<file path="src/rtl/dsss_scr_pkg.sv">
// Package: shared widths, tap positions and lockup periods of the scrambler.
// Assumes tap positions are 1-based (tap 7 is state bit 6).
package dsss_scr_pkg;
    localparam int unsigned SCR_W      = 7;
    localparam int unsigned SCR_TAP_A  = 7;
    localparam int unsigned SCR_TAP_B  = 4;
    localparam logic [SCR_W-1:0] SCR_RESET = '1;
    localparam int unsigned LOCK_NUM   = 4;
    localparam int unsigned LOCK_PERIODS [LOCK_NUM] = '{1, 2, 4, 6};
    localparam int unsigned LOCK_HIST  = 6;
endpackage

</file>
<file path="src/rtl/dsss_scr_tx.sv">
// Transmit scrambler: adds taps A and B of its register to each data bit and
// feeds the result back. A load strobe replaces the state in the same cycle,
// so a bit valid in that cycle already uses the new seed.
// Assumes at most one bit per clock; output is registered (one cycle latency).
module dsss_scr_tx #(
    parameter int unsigned W     = 7,
    parameter int unsigned TAP_A = 7,
    parameter int unsigned TAP_B = 4,
    parameter logic [W-1:0] RST_STATE = '1
) (
    input  logic         clk,
    input  logic         rst_n,
    input  logic         en,
    input  logic         load,
    input  logic [W-1:0] seed,
    input  logic         in_bit,
    input  logic         in_vld,
    output logic         out_bit,
    output logic         out_vld
);
    logic [W-1:0] st_q;
    logic [W-1:0] st_use;
    logic         scr_bit;
    logic         alive_q;

    // Pick the state that the current bit sees and form the scrambled bit.
    always_comb begin
        st_use  = load ? seed : st_q;
        scr_bit = in_bit ^ st_use[TAP_A-1] ^ st_use[TAP_B-1];
    end

    // Advance or load the register and register the output bit.
    always_ff @(posedge clk) begin
        if (!rst_n) begin
            st_q    <= RST_STATE;
            out_bit <= 1'b0;
            out_vld <= 1'b0;
        end else begin
            out_vld <= in_vld;
            if (in_vld) out_bit <= en ? scr_bit : in_bit;
            if (in_vld && en)  st_q <= {st_use[W-2:0], scr_bit};
            else if (load)     st_q <= seed;
        end
    end

    // Marks that the previous edge was outside reset, for $past checks.
    always_ff @(posedge clk) begin
        if (!rst_n) alive_q <= 1'b0;
        else        alive_q <= 1'b1;
    end

    AST_TX_VLD_LATENCY: assert property (@(posedge clk) disable iff (!rst_n)
        alive_q |-> out_vld == $past(in_vld));
    AST_TX_BYPASS: assert property (@(posedge clk) disable iff (!rst_n)
        alive_q && $past(in_vld) && !$past(en) |-> out_bit == $past(in_bit));
    AST_TX_IDLE_HOLD: assert property (@(posedge clk) disable iff (!rst_n)
        alive_q && !$past(in_vld) && !$past(load) |-> $stable(st_q));
    AST_TX_SEED_LOAD: assert property (@(posedge clk) disable iff (!rst_n)
        alive_q && $past(load) && !$past(in_vld) |-> st_q == $past(seed));
endmodule

</file>
<file path="src/rtl/dsss_scr_rx.sv">
// Receive descrambler: removes taps A and B of a register that holds the last
// received (scrambled) bits, so it locks to any transmitter after W bits.
// Assumes at most one bit per clock; output is registered (one cycle latency).
module dsss_scr_rx #(
    parameter int unsigned W     = 7,
    parameter int unsigned TAP_A = 7,
    parameter int unsigned TAP_B = 4,
    parameter logic [W-1:0] RST_STATE = '1
) (
    input  logic clk,
    input  logic rst_n,
    input  logic en,
    input  logic in_bit,
    input  logic in_vld,
    output logic out_bit,
    output logic out_vld
);
    logic [W-1:0] st_q;
    logic         alive_q;

    // Shift in every received bit and register the descrambled bit.
    always_ff @(posedge clk) begin
        if (!rst_n) begin
            st_q    <= RST_STATE;
            out_bit <= 1'b0;
            out_vld <= 1'b0;
        end else begin
            out_vld <= in_vld;
            if (in_vld) begin
                out_bit <= en ? (in_bit ^ st_q[TAP_A-1] ^ st_q[TAP_B-1]) : in_bit;
                st_q    <= {st_q[W-2:0], in_bit};
            end
        end
    end

    // Marks that the previous edge was outside reset, for $past checks.
    always_ff @(posedge clk) begin
        if (!rst_n) alive_q <= 1'b0;
        else        alive_q <= 1'b1;
    end

    AST_RX_VLD_LATENCY: assert property (@(posedge clk) disable iff (!rst_n)
        alive_q |-> out_vld == $past(in_vld));
    AST_RX_BYPASS: assert property (@(posedge clk) disable iff (!rst_n)
        alive_q && $past(in_vld) && !$past(en) |-> out_bit == $past(in_bit));
    AST_RX_SHIFT_IN: assert property (@(posedge clk) disable iff (!rst_n)
        alive_q && $past(in_vld) |-> st_q[0] == $past(in_bit));
endmodule

</file>
<file path="src/rtl/dsss_scr_lockmon.sv">
// Lockup monitor: per listed period, counts consecutive output bits equal to
// the bit that many positions earlier; a run of RUN_LEN sets a sticky flag.
// Assumes history before a clear reads as zeros; clear wins over a bit.
module dsss_scr_lockmon
    import dsss_scr_pkg::*;
#(
    parameter int unsigned RUN_LEN = 32
) (
    input  logic clk,
    input  logic rst_n,
    input  logic clear,
    input  logic in_bit,
    input  logic in_vld,
    output logic flag
);
    localparam int unsigned CNT_W = $clog2(RUN_LEN + 1);

    logic [LOCK_HIST-1:0] hist_q;
    logic [LOCK_NUM-1:0]  hit;
    logic                 alive_q;

    for (genvar g = 0; g < LOCK_NUM; g++) begin : g_period
        logic [CNT_W-1:0] cnt_q;
        logic             match;

        // Compare the new bit with the bit one period back.
        always_comb begin
            match  = (in_bit == hist_q[LOCK_PERIODS[g]-1]);
            hit[g] = in_vld && match && (cnt_q == CNT_W'(RUN_LEN - 1));
        end

        // Count the current run of matches, saturating at RUN_LEN.
        always_ff @(posedge clk) begin
            if (!rst_n || clear)  cnt_q <= '0;
            else if (in_vld) begin
                if (!match)                          cnt_q <= '0;
                else if (cnt_q != CNT_W'(RUN_LEN))   cnt_q <= cnt_q + 1'b1;
            end
        end
    end

    // Keep the last LOCK_HIST output bits, newest in bit 0.
    always_ff @(posedge clk) begin
        if (!rst_n || clear) hist_q <= '0;
        else if (in_vld)     hist_q <= {hist_q[LOCK_HIST-2:0], in_bit};
    end

    // Sticky flag, set when any period reaches its run length.
    always_ff @(posedge clk) begin
        if (!rst_n || clear) flag <= 1'b0;
        else if (|hit)       flag <= 1'b1;
    end

    // Marks that the previous edge was outside reset, for $past checks.
    always_ff @(posedge clk) begin
        if (!rst_n) alive_q <= 1'b0;
        else        alive_q <= 1'b1;
    end

    AST_MON_CLEAR: assert property (@(posedge clk) disable iff (!rst_n)
        alive_q && $past(clear) |-> !flag);
    AST_MON_STICKY: assert property (@(posedge clk) disable iff (!rst_n)
        alive_q && $past(flag) && !$past(clear) |-> flag);
    AST_MON_NO_EARLY: assert property (@(posedge clk) disable iff (!rst_n)
        alive_q && !$past(flag) && !$past(in_vld) |-> !flag);
endmodule

</file>
<file path="src/rtl/dsss_scrambler.sv">
// Top: scrambler and descrambler paths with a two-seed selector and a lockup
// monitor on the transmitted stream. Assumes frame_start is one cycle wide
// and not coincident with the output of the previous frame's last bit.
module dsss_scrambler
    import dsss_scr_pkg::*;
#(
    parameter int unsigned RUN_LEN = 32
) (
    input  logic             clk,
    input  logic             rst_n,
    input  logic             scr_en,
    input  logic             short_pre,
    input  logic [SCR_W-1:0] seed_long,
    input  logic [SCR_W-1:0] seed_short,
    input  logic             frame_start,
    input  logic             tx_in_bit,
    input  logic             tx_in_vld,
    output logic             tx_out_bit,
    output logic             tx_out_vld,
    input  logic             rx_in_bit,
    input  logic             rx_in_vld,
    output logic             rx_out_bit,
    output logic             rx_out_vld,
    output logic             lock_flag
);
    logic [SCR_W-1:0] seed_sel;

    // Choose the seed for the preamble type of the starting frame.
    always_comb seed_sel = short_pre ? seed_short : seed_long;

    dsss_scr_tx #(
        .W(SCR_W), .TAP_A(SCR_TAP_A), .TAP_B(SCR_TAP_B), .RST_STATE(SCR_RESET)
    ) u_tx (
        .clk(clk), .rst_n(rst_n), .en(scr_en), .load(frame_start),
        .seed(seed_sel), .in_bit(tx_in_bit), .in_vld(tx_in_vld),
        .out_bit(tx_out_bit), .out_vld(tx_out_vld)
    );

    dsss_scr_rx #(
        .W(SCR_W), .TAP_A(SCR_TAP_A), .TAP_B(SCR_TAP_B), .RST_STATE(SCR_RESET)
    ) u_rx (
        .clk(clk), .rst_n(rst_n), .en(scr_en),
        .in_bit(rx_in_bit), .in_vld(rx_in_vld),
        .out_bit(rx_out_bit), .out_vld(rx_out_vld)
    );

    dsss_scr_lockmon #(
        .RUN_LEN(RUN_LEN)
    ) u_mon (
        .clk(clk), .rst_n(rst_n), .clear(frame_start),
        .in_bit(tx_out_bit), .in_vld(tx_out_vld), .flag(lock_flag)
    );
endmodule

</file>
<file path="config.mk">
export PLATFORM = sky130hd
export DESIGN_NAME = dsss_scrambler
export DESIGN_NICKNAME = d
export VERILOG_FILES = /design/src/rtl/dsss_scr_pkg.sv /design/src/rtl/dsss_scr_tx.sv /design/src/rtl/dsss_scr_rx.sv /design/src/rtl/dsss_scr_lockmon.sv /design/src/rtl/dsss_scrambler.sv
export SDC_FILE = /design/constraint.sdc
export NUM_CORES = 1
export LEC_CHECK = 0
export BUFFER_PORTS_ARGS = -buffer_cell sky130_fd_sc_hd__buf_4
export CELL_PAD_IN_SITES_DETAIL_PLACEMENT = 1
export CELL_PAD_IN_SITES_GLOBAL_PLACEMENT = 2
export CORE_MARGIN = 2
export CORE_UTILIZATION = 39
export CTS_BUF_LIST = sky130_fd_sc_hd__clkbuf_8
export CTS_CLUSTER_SIZE = 16
export DETAILED_ROUTE_END_ITERATION = 10
export GPL_TIMING_DRIVEN = 0
export PLACE_DENSITY = 0.95
export SYNTH_ARGS = -nofsm -noshare
export SYNTH_HDL_FRONTEND = slang
export SYNTH_SLANG_ARGS = --single-unit
</file>
<file path="constraint.sdc">
create_clock -name clk -period 3.2 [get_ports clk]
set_clock_uncertainty 0.15 [all_clocks]
set_input_delay 0.32 -clock clk [delete_from_list [all_inputs] [get_ports clk]]
set_output_delay 0.32 -clock clk [all_outputs]
set_load 0.02 [all_outputs]
</file>
==> results_dict.tcl <==
set metrics [dict create \
    muxShareOfSynthArea 0.0981 \
    final_hold_viol_count 0 \
    die_w_um 82.8 \
    io_buffers 24 \
    p_leak_nw 1.10 \
    numCtsBuffers 5 \
    synth.distinct_cells 37 \
    setup_tns_ns 0 \
    multi_input_area_um2 1330 \
    finalPower_mw 1.23 \
    cts_resized 0 \
    vias 2042 \
    yosys.area_share.simple 0.203 \
    synth_warnings 0 \
    powerDensity_nw_per_um2 438 \
    drc 0 \
    die_h_um 82.8 \
    max_slew_margin 0.559 \
    yosysSeqAreaShare 0.405 \
    crit_type "flip-flop to flip-flop" \
    max-cap-violations 0 \
    cts_tree "built" \
    tightest_slew_ns 0.662 \
    hold_class "input port to flip-flop" \
    cts_htree_levels 2 \
    synth_cells 282 \
    synth_nets 313 \
    synth-xor-area-share 0.0903 \
    grt_max_degree 15 \
    cts_setup_buffers 0 \
    crit_arrival_ns 2.06 \
    synth-seq-cells 49 \
    synth-compound-area-share 0.116 \
    period_share 0.618 \
    period_needed_ns 1.98 \
    n_antenna_cell 0 \
    antenna_found_initial 0 \
    rsz0062_at_grt "false" \
    clockBufferDepth 2 \
    clock_latency_ns 0.29 \
    synth_top_family_by_area "simple AND/OR/NAND/NOR gates" \
    cts.sinks 49 \
    grt_pass1_wl_um 9460 \
    rows 28 \
    worstSetupStartpointType "flip-flop" \
    ctsHoldBuffers 0 \
    critPathRequiredTime_ns 3.28 \
    postLayoutCellArea_um2 2810 \
    dp.cells 381 \
    clk_pin_slew_worst_paths_ns 0.09 \
    layout.filler_cells 732 \
    regArea_um2 981 \
    die-area_um2 6860 \
    viasPerCell 5.25 \
    dp_hpwl_um 3870 \
    areaGrowthSynthToFinish_pct 16.1 \
    drt_wl_total_um 5340 \
    timing.fmax_ghz 0.505 \
    drt_first_pass_iters 4 \
    start_util 0.407 \
    worstSetupEndpointType "flip-flop" \
    setup_violations 0 \
    drt_iter0_drc 106 \
    synthTopCellsByArea "dfxtp_1, mux2i_1, nor2_1, xor2_1, nand2_1" \
    first_global_vias 2095 \
    nets 344 \
    gp_congestion 0.771 \
    status "complete, no violations" \
    synth.avg_cell_area_um2 8.59 \
    place_area_um2 2700 \
    pin_count 28 \
    irDropWorstVdd_uv 242 \
    fin_cells 389 \
    path_max_fanout 9 \
    finish.utilization 0.472 \
    synth_top_area_share 0.405 \
    grt-ovfl-total 0 \
    core_area_um2 5960 \
    final_antenna_net_count 0 \
    report.final.slew_viol_count 0 \
    grt_use_total 0.165 \
    ctsRootBufferMaster "clkbuf_8" \
    synth_fa_ha_area_frac 0.0413 \
    drive_gt1_frac 0.127 \
    yosysTopAreaCell "dfxtp_1" \
    syn_area_um2 2420 \
    wire_per_inst_um 13.7 \
]
-- sequential cells by signal, summed over array words and instances (netlist names) --
name	cells
u_rx.st_q	7
u_tx.out_bit	1
u_mon.hist_q	6
u_mon.flag	1
u_rx.out_bit	1
u_mon.g_period.cnt_q	24
u_tx.out_vld	1
u_tx.st_q	7
u_rx.out_vld	1
-- cell usage after synthesis, drive strengths merged --
library cell	number
nand3b	2
a21o	4
a21oi	13
nand2b	3
nor3	3
a211oi	2
nand4	8
a31oi	3
xnor2	8
xor2	17
buf	5
nor4	1
or3	2
nand2	32
a41oi	3
inv	13
a2111oi	2
mux2	1
nand4b	1
nand3	5
o31ai	1
a311o	1
ha	8
clkbuf	9
nor2	40
and3	1
a311oi	1
or2	4
o21ai	6
nor4b	1
dfxtp	49
and2	5
mux2i	21
o211ai	7
-- worst max-delay path, stage by stage (launching register included) --
cell       delay (ns)
dfxtp_1          0.32
buf_2            0.19
or2_2            0.31
a2111oi_0        0.49
a311o_1          0.22
o31ai_1          0.08
a21oi_1          0.17
-- stage by stage --
stage          hold slack (ns)  worst slack [ns]
4_1_cts                 0.0826              1.22
3_3_place_gp             0.289              1.26
5_1_grt                  0.107              1.02
3_5_place_dp             0.297              1.25
6_report                0.0929              1.22
2_1_floorplan            0.277              1.42
-- path summary, 6_finish.rpt --
| path | startpoint | to | slack (ns) | cells after the start |
|---|---|---|---|---|
| worst max register to register | u_tx.out_bit | u_mon.flag | 1.22 | 6 |
| worst min-delay path | tx_in_vld | u_tx.out_bit | 0.09 | 2 |
| worst max-delay path | u_tx.out_bit | u_mon.flag | 1.22 | 6 |
| worst min register to register | u_mon.flag | u_mon.flag | 0.31 | 2 |
-- placed cells by master (no fill, tap or decap), types with 7 or more instances in the layout --
cell	instances
o211ai_1	7
ha_1	8
xor2_1	17
inv_1	14
nand2_1	32
a21oi_1	13
buf_4	24
mux2i_1	20
clkbuf_1	9
nand4_1	8
dfxtp_1	49
nor2_1	40
xnor2_1	8
-- where the power goes --
part / internal [mW] / switching (mW) / leakage (nW)
logic: 0.0650 / 0.0815 / 0.643
clock network: 0.252 / 0.202 / 0.0626
registers: 0.624 / 0.00707 / 0.398
total: 0.941 / 0.291 / 1.10
-- layer usage --
metal | vias to the layer above | track usage | wire [µm]
met5 | - | 0 | 0
met3 | 2 | 0.0318 | 170
met4 | 0 | 0.0313 | 26
met2 | 26 | 0.301 | 2700
met1 | 996 | 0.202 | 2440
li1 | 1018 | - | -
-- layout make-up --
class,count,area share
multi-input cells,206,0.473
flip-flops and latches,49,0.349
repair buffers,24,0.0640
well taps,75,0.0333
clock buffers,6,0.0293
plain buffers,14,0.0222
inverters,13,0.0173
clock inverters,2,0.0120
-- cells by family (layout without fill, tap and decap cells) --
logic type | Yosys count | after routing
buf+inv | 27 | 59
compound gates | 43 | 43
xor+xnor | 25 | 25
flops | 49 | 49
simple gates | 108 | 108
mux | 22 | 22
fa+ha+maj | 8 | 8
Note: power is estimated with default switching activity, not from simulation.
